--- src/rtl/shg_pkg.sv ---
package shg_pkg;
  typedef enum logic [1:0] {
    HS_RUN    = 2'd0,
    HS_ARMED  = 2'd1,
    HS_FROZEN = 2'd2
  } hold_st_e;

  localparam int unsigned PIN_CS   = 0;
  localparam int unsigned PIN_SCK  = 1;
  localparam int unsigned PIN_HOLD = 2;
  localparam int unsigned NUM_PINS = 3;
endpackage

--- src/rtl/shg_sync.sv ---
module shg_sync #(
  parameter int unsigned WIDTH  = 3,
  parameter int unsigned STAGES = 2,
  parameter logic [WIDTH-1:0] RST_VAL = '0
) (
  input  logic             clk_i,
  input  logic             rst_ni,
  input  logic [WIDTH-1:0] d_i,
  output logic [WIDTH-1:0] q_o
);
  logic [WIDTH-1:0] chain_q [STAGES];

  for (genvar s = 0; s < STAGES; s++) begin : g_stage
    logic [WIDTH-1:0] src;
    if (s == 0) begin : g_first
      assign src = d_i;
    end else begin : g_next
      assign src = chain_q[s-1];
    end
    always_ff @(posedge clk_i or negedge rst_ni) begin
      if (!rst_ni) chain_q[s] <= RST_VAL;
      else         chain_q[s] <= src;
    end
  end

  assign q_o = chain_q[STAGES-1];
endmodule

--- src/rtl/shg_edge.sv ---
module shg_edge (
  input  logic clk_i,
  input  logic rst_ni,
  input  logic lvl_i,
  output logic rise_o,
  output logic fall_o
);
  logic prev_q;

  always_ff @(posedge clk_i or negedge rst_ni) begin
    if (!rst_ni) prev_q <= 1'b0;
    else         prev_q <= lvl_i;
  end

  assign rise_o = lvl_i & ~prev_q;
  assign fall_o = ~lvl_i & prev_q;

  AST_EDGE_EXCL: assert property (@(posedge clk_i) disable iff (!rst_ni)
    !(rise_o && fall_o));
endmodule

--- src/rtl/shg_hold_fsm.sv ---
module shg_hold_fsm
  import shg_pkg::*;
(
  input  logic clk_i,
  input  logic rst_ni,
  input  logic cs_n_i,
  input  logic sck_i,
  input  logic hold_n_i,
  output logic pass_o,
  output logic frozen_o
);
  hold_st_e st_q, st_d;
  logic     entering;

  // pause begins this cycle: clock is low and a request is live
  assign entering = ~cs_n_i & ~hold_n_i & ~sck_i & (st_q != HS_FROZEN);

  always_comb begin
    st_d = st_q;
    if (cs_n_i) begin
      st_d = HS_RUN;
    end else begin
      unique case (st_q)
        HS_RUN: begin
          if (!hold_n_i) st_d = sck_i ? HS_ARMED : HS_FROZEN;
        end
        HS_ARMED: begin
          if (hold_n_i)    st_d = HS_RUN;
          else if (!sck_i) st_d = HS_FROZEN;
        end
        HS_FROZEN: begin
          if (hold_n_i && !sck_i) st_d = HS_RUN;
        end
        default: st_d = HS_RUN;
      endcase
    end
  end

  always_ff @(posedge clk_i or negedge rst_ni) begin
    if (!rst_ni) st_q <= HS_RUN;
    else         st_q <= st_d;
  end

  assign pass_o   = ~cs_n_i & (st_q != HS_FROZEN) & ~entering;
  assign frozen_o = (st_q == HS_FROZEN);

  AST_ARMED_WAITS: assert property (@(posedge clk_i) disable iff (!rst_ni)
    (st_q != HS_FROZEN && sck_i && !cs_n_i) |=> (st_q != HS_FROZEN));
  AST_FROZEN_HIGH_SCK: assert property (@(posedge clk_i) disable iff (!rst_ni)
    (st_q == HS_FROZEN && sck_i && !cs_n_i) |=> (st_q == HS_FROZEN));
  AST_CS_CLEARS: assert property (@(posedge clk_i) disable iff (!rst_ni)
    cs_n_i |=> (st_q == HS_RUN));
  AST_LOW_SCK_ENTRY: assert property (@(posedge clk_i) disable iff (!rst_ni)
    (!cs_n_i && !hold_n_i && !sck_i) |=> (st_q == HS_FROZEN));
endmodule

--- src/rtl/spi_hold_gate.sv ---
module spi_hold_gate
  import shg_pkg::*;
#(
  parameter int unsigned SYNC_STAGES = 2
) (
  input  logic clk_i,
  input  logic rst_ni,
  input  logic cs_ni,
  input  logic sck_i,
  input  logic hold_ni,
  output logic sck_rise_o,
  output logic sck_fall_o,
  output logic so_oe_o,
  output logic paused_o
);
  localparam logic [NUM_PINS-1:0] PIN_RST = NUM_PINS'((1 << PIN_CS) | (1 << PIN_HOLD));

  logic [NUM_PINS-1:0] raw_pins, s_pins;
  logic s_cs_n, s_sck, s_hold_n;
  logic raw_rise, raw_fall, pass, frozen;

  always_comb begin
    raw_pins           = '0;
    raw_pins[PIN_CS]   = cs_ni;
    raw_pins[PIN_SCK]  = sck_i;
    raw_pins[PIN_HOLD] = hold_ni;
  end

  shg_sync #(.WIDTH(NUM_PINS), .STAGES(SYNC_STAGES), .RST_VAL(PIN_RST)) u_sync (
    .clk_i(clk_i), .rst_ni(rst_ni), .d_i(raw_pins), .q_o(s_pins)
  );

  assign s_cs_n   = s_pins[PIN_CS];
  assign s_sck    = s_pins[PIN_SCK];
  assign s_hold_n = s_pins[PIN_HOLD];

  shg_edge u_edge (
    .clk_i(clk_i), .rst_ni(rst_ni), .lvl_i(s_sck), .rise_o(raw_rise), .fall_o(raw_fall)
  );

  shg_hold_fsm u_fsm (
    .clk_i(clk_i), .rst_ni(rst_ni), .cs_n_i(s_cs_n), .sck_i(s_sck),
    .hold_n_i(s_hold_n), .pass_o(pass), .frozen_o(frozen)
  );

  assign sck_rise_o = raw_rise & pass;
  assign sck_fall_o = raw_fall & pass;
  assign so_oe_o    = ~s_cs_n & s_hold_n & ~frozen;
  assign paused_o   = frozen;

  AST_NO_STROBE_PAUSED: assert property (@(posedge clk_i) disable iff (!rst_ni)
    paused_o |-> !(sck_rise_o || sck_fall_o));
  AST_OE_HOLD: assert property (@(posedge clk_i) disable iff (!rst_ni)
    !s_hold_n |-> !so_oe_o);
  AST_DESELECT_QUIET: assert property (@(posedge clk_i) disable iff (!rst_ni)
    s_cs_n |-> !(sck_rise_o || sck_fall_o || so_oe_o));
endmodule

--- config.mk ---
export PLATFORM = sky130hd
export DESIGN_NAME = spi_hold_gate
export DESIGN_NICKNAME = d
export VERILOG_FILES = /design/src/rtl/shg_pkg.sv /design/src/rtl/shg_sync.sv /design/src/rtl/shg_edge.sv /design/src/rtl/shg_hold_fsm.sv /design/src/rtl/spi_hold_gate.sv
export SDC_FILE = /design/constraint.sdc
export NUM_CORES = 1
export LEC_CHECK = 0
export BUFFER_PORTS_ARGS = -buffer_cell sky130_fd_sc_hd__buf_4
export CORE_AREA = 2 2 39 41
export CTS_CLUSTER_SIZE = 28
export DETAILED_ROUTE_END_ITERATION = 8
export DIE_AREA = 0 0 41 43
export GPL_TIMING_DRIVEN = 0
export PLACE_DENSITY = 0.46
export SKIP_LAST_GASP = 1
export SYNTH_ARGS = -nofsm -noshare
export SYNTH_HDL_FRONTEND = slang
export SYNTH_SLANG_ARGS = --single-unit
--- constraint.sdc ---
create_clock -name clk_i -period 1.3 [get_ports clk_i]
set_clock_uncertainty 0.2 [all_clocks]
set_input_delay 0.065 -clock clk_i [delete_from_list [all_inputs] [get_ports clk_i]]
set_output_delay 0.065 -clock clk_i [all_outputs]
set_load 0.01 [all_outputs]
* Yosys cells after proc, flatten, opt, wreduce, memory -nomap -nowiden
Index checks and enable logic that the tools add are counted.
W data, S select, Z words.
** Word-level totals
- Register bits :: 9
- Output and inout bits :: 4
- Word-level logic and storage cells :: 38
** Cells by class
- Equality and inequality tests :: 6
- Multiplexer cells :: 7
- Bitwise operators :: 17
- Reduce and logical (&&, ||, !) cells :: 4
** Operator list (count)
- $mux W2 :: 6
- $and A1 B1 Y1 :: 11
- $not A1 Y1 :: 6
- $pmux W2 S3 :: 1
- $ne A4 B4 Y1 const B :: 1
- $ne A3 B1 Y1 const B :: 1
- $ne A3 B3 Y1 const B :: 1
- $reduce_and A3 Y1 :: 1
- $eq A2 B1 Y1 const B :: 1
- $eq A2 B2 Y1 const B :: 1
- $logic_not A2 Y1 :: 1
- $ne A2 B2 Y1 const B :: 1
- $logic_and A1 B1 Y1 :: 1
- $logic_not A1 Y1 :: 1

* Logic depth before layout (Yosys ltp)
Gate-level depths: netlist (run 1).
- Depth in word-level cells :: 7
- Depth in mapped cells :: 2
- Gate-level depth less buffers :: 2

* By module
From an unflattened synthesis (run 1), not the netlist that was laid out.
** Unflattened totals
- Cell total of the unflattened synthesis :: 21
- Area, all modules :: 321.6 um2
** Modules (own cells, without submodules)
- shg_sync :: instances 1, cells an instance 6, area each 155.1 um2, sequential area each 155.1 um2
- shg_hold_fsm :: instances 1, cells an instance 9, area each 101.3 um2, sequential area each 50.0 um2
- shg_edge :: instances 1, cells an instance 3, area each 40.0 um2, sequential area each 25.0 um2
- spi_hold_gate :: instances 1, cells an instance 3, area each 25.0 um2, sequential area each 0.0 um2

* Least setup slack after synthesis (run 1)
OpenSTA, ideal clock, no wires.
- Path kind :: reg2out
- From :: register u_fsm.st_q[1]
- To :: output sck_fall_o
- Data arrival time :: 874 ps
- Data required time :: 1035 ps
- Path slack :: 161 ps
- Stages on the path, launching flop included :: 3
- Path through :: dfrtp_1 -> nor2b_4 -> nor4b_2
** Between the ends
- Longest elaborated chain between the ends :: 5
- Elaborated cells on any way between the ends :: 6
- Classes of those cells :: eq/ne (1); bitwise (5)
** RTL lines
- start: declaration :: RTL line shg_hold_fsm.sv:12 : hold_st_e st_q, st_d;
- start signal: assignment :: RTL line shg_hold_fsm.sv:41 : else st_q <= st_d;
- $ne A2 B2 Y1 (*) :: RTL line shg_hold_fsm.sv:16, shg_hold_fsm.sv:44
- $and A1 B1 Y1 :: RTL line shg_hold_fsm.sv:16 : assign entering = ~cs_n_i & ~hold_n_i & ~sck_i & (st_q != HS_FROZEN);
- $not A1 Y1 :: RTL line shg_hold_fsm.sv:44 : assign pass_o = ~cs_n_i & (st_q != HS_FROZEN) & ~entering;
- $and A1 B1 Y1 (*) :: RTL line shg_hold_fsm.sv:44
- $and A1 B1 Y1 (*) :: RTL line spi_hold_gate.sv:47 : assign sck_fall_o = raw_fall & pass;
- end: declaration :: RTL line spi_hold_gate.sv:12 : output logic sck_fall_o,
Every way passes the cells marked *; elsewhere a longest branch is shown, timed or not.

* Final worst setup path (run 1)
- From :: register u_sync.chain_q (netlist bit u_sync.q_o[1])
- To :: output sck_fall_o
** Between the ends
- Longest elaborated chain between the ends :: 6
- Elaborated cells on any way between the ends :: 7
- Classes of those cells :: bitwise (7)
** RTL lines
- start: declaration :: RTL line shg_sync.sv:11 : logic [WIDTH-1:0] chain_q [STAGES];
- start signal: indexed assignment :: RTL line shg_sync.sv:22 : else chain_q[s] <= src;
- $not A1 Y1 (*) :: RTL line shg_edge.sv:16, shg_hold_fsm.sv:16
- $and A1 B1 Y1 (2 in a row) :: RTL line shg_hold_fsm.sv:16
- $not A1 Y1 :: RTL line shg_hold_fsm.sv:44
- $and A1 B1 Y1 :: RTL line shg_hold_fsm.sv:44
- $and A1 B1 Y1 (*) :: RTL line spi_hold_gate.sv:47
Marked as above.

==> results.toml, run 1 <==
[critical_path]
worstSetupEndpoint = "sck_fall_o"
cp_num_buf_inv = 1
critPathKind = "reg -> out"
cp.depth = 3
cpMaxStageDelayCell = "dfrtp_1"
arrival_ns = 1.17
worstPathRequired_ns = 1.03
crit_family = "simple AND/OR/NAND/NOR gates"
reg2reg_to = "u_fsm.st_q[1]"
cp_max_fo = 2
path_cells = "nand2b_4, nor4b_4, buf_4"
cp-startpoint = "u_sync.q_o[1]"
startpoint_type = "register"
crit_path_end_kind = "output port"
r2r-start = "u_sync.q_o[2]"
slowest_delay_ns = 0.38
reg2reg_depth = 3
reg2reg_slack_ns = 0.10

[yosys]
synth.distinct_cells = 9
synth_cells = 18
synth_nets = 23
synth_area_um2 = 328
synth_area_per_cell_um2 = 18.2
ys_ff_latch = 9
synth.yosys.seq_area_share_pct = 70.2
ys_warn_count = 0

[cells_and_area]
nets = 44
regArea_um2 = 230
fin_area_um2 = 541
syn2layout_area_growth_pct = 64.9
fin_cells = 54
drive_gt1_share_pct = 65.8
n_antenna_cell = 0
nFillCells = 132
multi_input_area_um2 = 128

[place]
gp_congestion = 0.665
post_dp_cell_area_um2 = 408
placed_cells_incl_taps = 42
port-buffer-count = 8

[floorplanning]
core-area_mm2 = 0.00138
die_h_um = 43
rows = 14
start_util_pct = 23.7
die_x_um = 41
boundaryPins = 9
die-area_mm2 = 0.00176

[global_route]
grt_max_degree = 6
grt_remaining_overflow = 0
antenna_found_initial = 0
grt_use_total_pct = 8.47
grt_pass1_vias = 248
grt_first_pass_wirelength_um = 931

[pwr]
pwr-share-comb_pct = 13.2
p_sw_share_pct = 21.4
p_sw_uw = 128
clockPowerShare_pct = 34.3
pwr-share-seq_pct = 52.5
max-vdd-ir-drop_uv = 575
powerDensity_mw_per_mm2 = 1100
leakage_uw = 0.000237
internal_power_uw = 468

[routing]
post-route-drc-count = 0
vias = 219
vias_per_cell = 4.06
initialDrtViolationCount = 4
drt-total-wl_um = 522
antenna_left = 0
wl_per_cell_um = 9.67
dr.pass1.iters = 2

[sta]
finalCritPeriodShare_pct = 110
worst_hold_slack_ns = 0.112
period_minus_slack_ns = 1.43
relSlewSlack_pct = 82.8
hold_viol_final = 0
fmax_mhz = 698
slew_violations = 0
rsz0062_at_grt = "true"
setup_tns_ns = -0.333
finalSetupViolations = 3
worstMarginPinSlew_ns = 0.257
setup_ws_ns = -0.132

[clock_tree]
cts_tree = "built"
clockRootBuffer = "clkbuf_4"
htree_num_levels = 1
clk_pin_slew_ns = 0.06
cts_buffers = 3
clockBufferDepth = 2
clk_latency_ns = 0.25
cts_sinks = 9

[min_path]
hp-class = "in -> async"

[status]
violations = "setup timing"
status = "finished, violations left"

[job]
max-cap-violations = 0
-- stage by stage --
stage          utilization, %  total power, uW  worst slack [ns]
6_report                 39.1              595            -0.132
5_1_grt                  39.1              637            -0.199
4_1_cts                  36.6              596            -0.157
3_5_place_dp             29.5              364            0.0871
3_3_place_gp             29.5              363             0.120
2_1_floorplan               -              337             0.161
-- layer usage --
layer | global-route usage (%) | vias to the layer above | wire length (um)
met5 | 0 | - | 0
met3 | 3.14 | 0 | 15
met4 | 8.00 | 0 | 0
li1 | - | 105 | -
met1 | 9.15 | 108 | 256
met2 | 11.9 | 6 | 250
-- cells in the final DEF, fill, tap and decap left out --
cell            n
a2111oi_2       1
buf_4          10
buf_6           1
clkbuf_1        1
clkbuf_4        3
dfrtp_1         5
dfstp_2         4
dlygate4sd3_1   5
nand2b_4        1
nor2b_1         2
nor2b_4         1
nor3b_2         2
nor4b_4         2
-- cells by family after synthesis --
group	synth area share [%]
flops	70.2
compound gates	4.58
simple gates	25.2
-- cells in the mapped netlist --
cell type,count,share of area [%]
nor3b_2,1,3.8
nor2b_1,2,3.8
nor2b_4,1,4.2
nand2b_1,1,1.9
nor4b_2,2,9.2
nor3b_1,1,2.3
dfrtp_1,5,38
a2111oi_2,1,4.6
dfstp_2,4,32
-- state kept, by name, summed over array words and instances, names as in the netlist --
register            flops
u_sync.g_stage.src      3
u_edge.prev_q           1
u_fsm.st_q              2
u_sync.q_o              3
-- timing repair --
item	in CTS	in global routing
resized for setup	1	4
hold buffers	5	0
setup buffers	2	1
setup endpoints to repair	3	5
endpoints found under the hold margin	12	0
pin swaps	1	1
gates cloned	0	0
-- final cells by class --
class | instances | share of cell area, %
repair buffers | 16 | 25.2
clock buffers | 4 | 4.86
multi-input cells | 9 | 23.6
well taps | 16 | 3.70
flip-flops and latches | 9 | 42.6
-- power by group through the flow --
stage,clock network [uW],registers (uW),logic [uW]
final,204,313,78.4
after CTS,216,311,68.3
after floorplan,0,314,22.7
after global routing,238,315,84.3
after detailed placement,0,317,47.3
after global placement,0,316,46.5
-- worst min-delay path by stage --
stage / startpoint / endpoint / slack (ns)
4_1_cts: rst_ni / u_sync.g_stage[1].src[2] / 0.1
2_1_floorplan: rst_ni / u_edge.prev_q / -0.43
5_1_grt: rst_ni / u_sync.g_stage[1].src[2] / 0.11
3_5_place_dp: rst_ni / u_sync.g_stage[1].src[1] / -0.31
3_3_place_gp: rst_ni / u_fsm.st_q[0] / -0.31
6_report: rst_ni / u_sync.q_o[2] / 0.11
No activity file was read; power rests on OpenSTA's default activity.
==> inputs of run 2 (changes only) <==
Settings changed: SKIP_LAST_GASP 1 to unset.
==> run 2 against run 1 <==
  * The flow still finishes with violations (setup timing)
  * Clock power is essentially flat
  * Wire length rose by 1.1%
  * Cell area did not move
  * Die area did not move
  * First-iteration DRC count unchanged
  * Sequential cell count unchanged
  * Power about the same
  * Register-to-register slack is essentially flat
  * Critical path type unchanged
==> results.toml, run 2 (synthesized netlist as in run 1, its figures left out) <==
[cells_and_area]
nFillCells = 132
post-route-util_pct = 39.1
drive_gt1_share_pct = 65.8
nets = 44
regArea_um2 = 230
n_antenna_cell = 0
fin_area_um2 = 541
multi_input_area_um2 = 128
mostFrequentLayoutCell = "buf_4"
final_cell_mix = "10 x buf_4, 5 x dlygate4sd3_1, 5 x dfrtp_1"
syn2layout_area_growth_pct = 64.9

[critical_path]
reg2reg_slack_ns = 0.10
r2r-start = "u_sync.q_o[2]"
cp_max_fo = 4
path_cells = "nor2b_4, nor4b_4, buf_4"
reg2reg_depth = 3
cp_num_buf_inv = 1
slowest_delay_ns = 0.38
crit_path_end_kind = "output port"
cpMaxStageDelayCell = "dfrtp_1"
crit_family = "flip-flops"
worstPathRequired_ns = 1.03
critPathKind = "reg -> out"
arrival_ns = 1.17
reg2reg_to = "u_fsm.st_q[1]"
startpoint_type = "register"

[routing]
dr.pass1.iters = 2
wl_per_cell_um = 9.78
initialDrtViolationCount = 4
vias_per_cell = 4.00
antenna_left = 0
drt-total-wl_um = 528
post-route-drc-count = 0
vias = 216

[floorplanning]
boundaryPins = 9
rows = 14
core-area_mm2 = 0.00138
start_util_pct = 23.7
die-area_mm2 = 0.00176
die_x_um = 41
die_h_um = 43

[global_route]
grt_remaining_overflow = 0
grt_first_pass_wirelength_um = 931
grt_max_degree = 6
grt_use_total_pct = 8.47
antenna_found_initial = 0
grt_pass1_vias = 248

[clock_tree]
clockRootBuffer = "clkbuf_4"
clk_latency_ns = 0.25
clockBufferDepth = 2
clk_pin_slew_ns = 0.06
htree_num_levels = 1
cts_tree = "built"
cts_sinks = 9
cts_buffers = 3

[place]
post_dp_cell_area_um2 = 408
gp_congestion = 0.665
port-buffer-count = 8

[min_path]
hp-class = "in -> async"

[sta]
relSlewSlack_pct = 82.8
fmax_mhz = 698
slew_violations = 0
finalCritPeriodShare_pct = 110
setup_ws_ns = -0.134
rsz0062_at_grt = "true"
period_minus_slack_ns = 1.43
hold_viol_final = 0
finalSetupViolations = 3
worstMarginPinSlew_ns = 0.257
setup_tns_ns = -0.342

[status]
status = "finished, violations left"
violations = "setup timing"

[pwr]
max-vdd-ir-drop_uv = 575
powerDensity_mw_per_mm2 = 1100
leakage_uw = 0.000237

[job]
max-cap-violations = 0
==> run 2: cell counts in the layout (fill, tap and decap cells not counted) <==
No cell type changed its count.
==> run 2: worst reg2reg max path, cell delays in order (launching register included) <==
cell,delay (ns)
dfstp_2,0.37
buf_4,0.13
nor2b_1,0.13
a2111oi_2,0.27
==> run 2: metrics by stage <==
| stage | hold slack (ns) | total power, uW | setup WS [ns] | instances |
|---|---|---|---|---|
| 2_1_floorplan | -0.431 | 337 | 0.161 | 18 |
| 3_3_place_gp | -0.311 | 363 | 0.120 | 42 |
| 3_5_place_dp | -0.309 | 364 | 0.0871 | 42 |
| 4_1_cts | 0.0966 | 596 | -0.157 | 53 |
| 5_1_grt | 0.110 | 637 | -0.199 | 54 |
| 6_report | 0.112 | 596 | -0.134 | 54 |
==> run 2: worst max path at each step <==
stage                   from          to  slack (ns)  depth (start not counted)
3_3_place_gp   u_fsm.st_q[1]  sck_fall_o        0.12                          3
3_5_place_dp   u_fsm.st_q[1]  sck_fall_o        0.09                          3
5_1_grt        u_fsm.st_q[1]  sck_rise_o       -0.20                          3
4_1_cts        u_sync.q_o[1]  sck_fall_o       -0.16                          3
2_1_floorplan  u_fsm.st_q[1]  sck_fall_o        0.16                          2
6_report       u_fsm.st_q[1]  sck_rise_o       -0.13                          3
==> run 2: final cells by class <==
cell class	count	share of cell area, %
Sequential cell	9	42.6
Clock buffer	4	4.86
Multi-Input combinational cell	9	23.6
Timing Repair Buffer	16	25.2
Tap cell	16	3.70
==> run 2: repair_timing <==
action / in CTS / in global routing
setup endpoints to repair: 3 / 4
hold buffers: 5 / 0
gates cloned: 0 / 0
gates resized for setup: 1 / 4
hold endpoints to repair: 12 / 0
setup buffers: 2 / 1
pin swaps: 2 / 0
==> run 2: metal layers <==
metal	wire length [um]	track usage, %	share of wire [%]
met2	248	11.9	47
met1	264	9.15	50
met3	15	3.14	2.8
met5	0	0	0
met4	0	8.00	0
==> run 2: where the power goes <==
part           switching, uW  total (uW)  internal [uW]
sequential              12.9         313            300
combinational           28.2        78.6           50.4
clock                   86.6         204            118
==> inputs of run 3 (changes only) <==
Settings changed: ABC_AREA set to 1, PLACE_DENSITY 0.46 to 0.48.
==> run 3 against run 2 <==
  * The run still ends with setup timing left
  * First-iteration DRC count grew 25%
  * Die area is the same
  * Non-clock buffer count is the same
  * Sequential cell count is the same
  * Global-route usage shrank 0.12 points
  * Wire length grew 13%
  * Combinational power grew 78%
  * Maximum frequency grew 2.7%
  * Via count grew 35%
  * Sequential share of layout area shrank 1.7 points
  * Hold slack gained 0.0010 ns
  * Cell count grew 37%
  * Largest cell class unchanged
  * Largest power group unchanged
==> results.toml, run 3 <==
[sta]
rsz0062_at_grt = "true"
period_minus_slack_ns = 1.40
setup_ws_ns = -0.0954
slew_violations = 0
finalCritPeriodShare_pct = 107
worst_hold_slack_ns = 0.113
fmax_mhz = 717
hold_viol_final = 0
worstMarginPinSlew_ns = 0.247
finalSetupViolations = 3
relSlewSlack_pct = 83.5
setup_tns_ns = -0.238

[pwr]
internal_power_uw = 497
clockPowerShare_pct = 31.3
leakage_uw = 0.000278
powerDensity_mw_per_mm2 = 1190
pwr-share-seq_pct = 47.8
p_sw_share_pct = 25.9
max-vdd-ir-drop_uv = 610
p_sw_uw = 174
pwr-share-comb_pct = 21.0

[min_path]
hp-class = "in -> async"

[place]
placed_cells_incl_taps = 62
post-dp-hpwl_um = 389
gp_congestion = 0.660
port-buffer-count = 8

[critical_path]
crit_family = "flip-flops"
critPathKind = "reg -> out"
slowest_delay_ns = 0.55
reg2reg_to = "u_fsm.st_q[0]"
path_cells = "nand3_2, a21oi_2, buf_4"
worstPathRequired_ns = 1.03
arrival_ns = 1.13
crit_path_end_kind = "output port"
cp_num_buf_inv = 1
reg2reg_depth = 5
cp_max_fo = 3
r2r-start = "u_sync.q_o[2]"
cp-startpoint = "u_sync.q_o[2]"
reg2reg_slack_ns = 0.06
cpMaxStageDelayCell = "dfstp_2"
startpoint_type = "register"

[clock_tree]
cts_tree = "built"
clk_latency_ns = 0.25
clockBufferDepth = 2
clockRootBuffer = "clkbuf_4"
cts_buffers = 3
cts_sinks = 9
htree_num_levels = 1
clk_pin_slew_ns = 0.06

[yosys]
yosysTopAreaCellShare_pct = 35.3
synth.distinct_cells = 9
synth_area_per_cell_um2 = 9.32
synth-edff-count = 0
synth_nets = 43
yosysMostFrequentCell = "nand2_1"
synth_top_cell_by_area = "dfrtp_1"
synth-async-reset-ratio_pct = 100
synth_area_um2 = 354
ys_warn_count = 0
synth.area.top_cells = "dfrtp_1 35%, dfstp_2 30%, nand2_1 9.5%, inv_1 7.4%, nand3_1 7.1%"
synth_ff_type = "dfrtp_1"
synth_common_cells = "9 x nand2_1, 7 x inv_1, 5 x dfrtp_1, 5 x nand3_1, 4 x dfstp_2"
ys_ff_latch = 9
synth.yosys.seq_area_share_pct = 65.0
synth_cells = 38

[floorplanning]
die_h_um = 43
boundaryPins = 9
die_x_um = 41
rows = 14
start_util_pct = 25.6
core-area_mm2 = 0.00138
die-area_mm2 = 0.00176

[cells_and_area]
n_antenna_cell = 0
nFillCells = 147
nets = 64
fin_cells = 74
drive_gt1_share_pct = 50.0
mostFrequentLayoutCell = "buf_4"
syn2layout_area_growth_pct = 59.7
final_cell_mix = "9 x buf_4, 8 x nand2_1, 5 x dlygate4sd3_1"

[routing]
dr.pass1.iters = 3
vias = 291
vias_per_cell = 3.93
wl_per_cell_um = 8.05
drt-total-wl_um = 596
post-route-drc-count = 0
antenna_left = 0
initialDrtViolationCount = 5

[global_route]
grt_pass1_vias = 251
grt_max_degree = 6
grt_use_total_pct = 8.35
grt_first_pass_wirelength_um = 924
antenna_found_initial = 0
grt_remaining_overflow = 0

[status]
violations = "setup timing"
status = "finished, violations left"

[job]
max-cap-violations = 0
## run 3: metrics by stage
stage                     worst slack [ns]  total power [uW]  area (um2)  util, %
after global routing                -0.168               709         566     40.9
after floorplan                      0.157               375         354        -
after global placement              0.0626               415         434     31.4
after detailed placement            0.0640               415         434     31.4
final                              -0.0954               670         566     40.9
after CTS                           -0.141               669         542     39.2
## run 3: timing repair
item | 4_1_cts | 5_1_grt
endpoints found under the setup margin | 3 | 4
gates resized for setup | 9 | 4
endpoints found under the hold margin | 12 | 0
pin swaps | 2 | 3
hold buffers | 5 | 0
buffers inserted | 1 | 2
## run 3: worst reg2reg max path, stage by stage (launching register included)
cell,delay [ns]
dfstp_2,0.55
buf_4,0.11
nand2_1,0.04
nand3_1,0.10
nand2_1,0.06
o21ai_1,0.11
## run 3: how the worst max path moves through the flow
| stage | to | slack [ns] | depth (start not counted) |
|---|---|---|---|
| 4_1_cts | sck_fall_o | -0.14 | 6 |
| 6_report | sck_fall_o | -0.1 | 3 |
| 3_3_place_gp | sck_fall_o | 0.06 | 5 |
| 5_1_grt | sck_fall_o | -0.17 | 6 |
| 2_1_floorplan | sck_fall_o | 0.16 | 5 |
| 3_5_place_dp | sck_fall_o | 0.06 | 5 |
## run 3: layer usage
layer  global-route usage (%)  share of wire (%)  routed length, um  vias up
li1                         -                  -                  -      157
met1                     9.43                 48                284      123
met2                     11.3                 45                268        9
met3                     3.14                5.7                 34        2
met4                     8.00                1.7                 10        0
met5                        0                  0                  0        -
## run 3: final cells by class
cell class,instances,area [um2],area share (%)
timing repair buffer,16,140,24.8
clock buffer,4,26.3,4.65
multi-input combinational,22,121,21.5
sequential,9,231,40.9
inverter,7,26.3,4.65
tap,16,20.0,3.54
## run 3: power groups by stage
stage               clock network [uW]  registers (uW)  logic, uW
floorplan                            0             320       54.7
global placement                     0             323       92.3
detailed placement                   0             323       92.5
CTS                                221             321        128
global route                       230             322        156
finish                             210             320        140
## run 3: cell families after synthesis
family | after synthesis | synth area share (%)
DFF | 9 | 65.0
buffers and inverters | 7 | 7.42
and+or+nand+nor | 19 | 23.3
AOI/OAI and AO/OA | 3 | 4.24
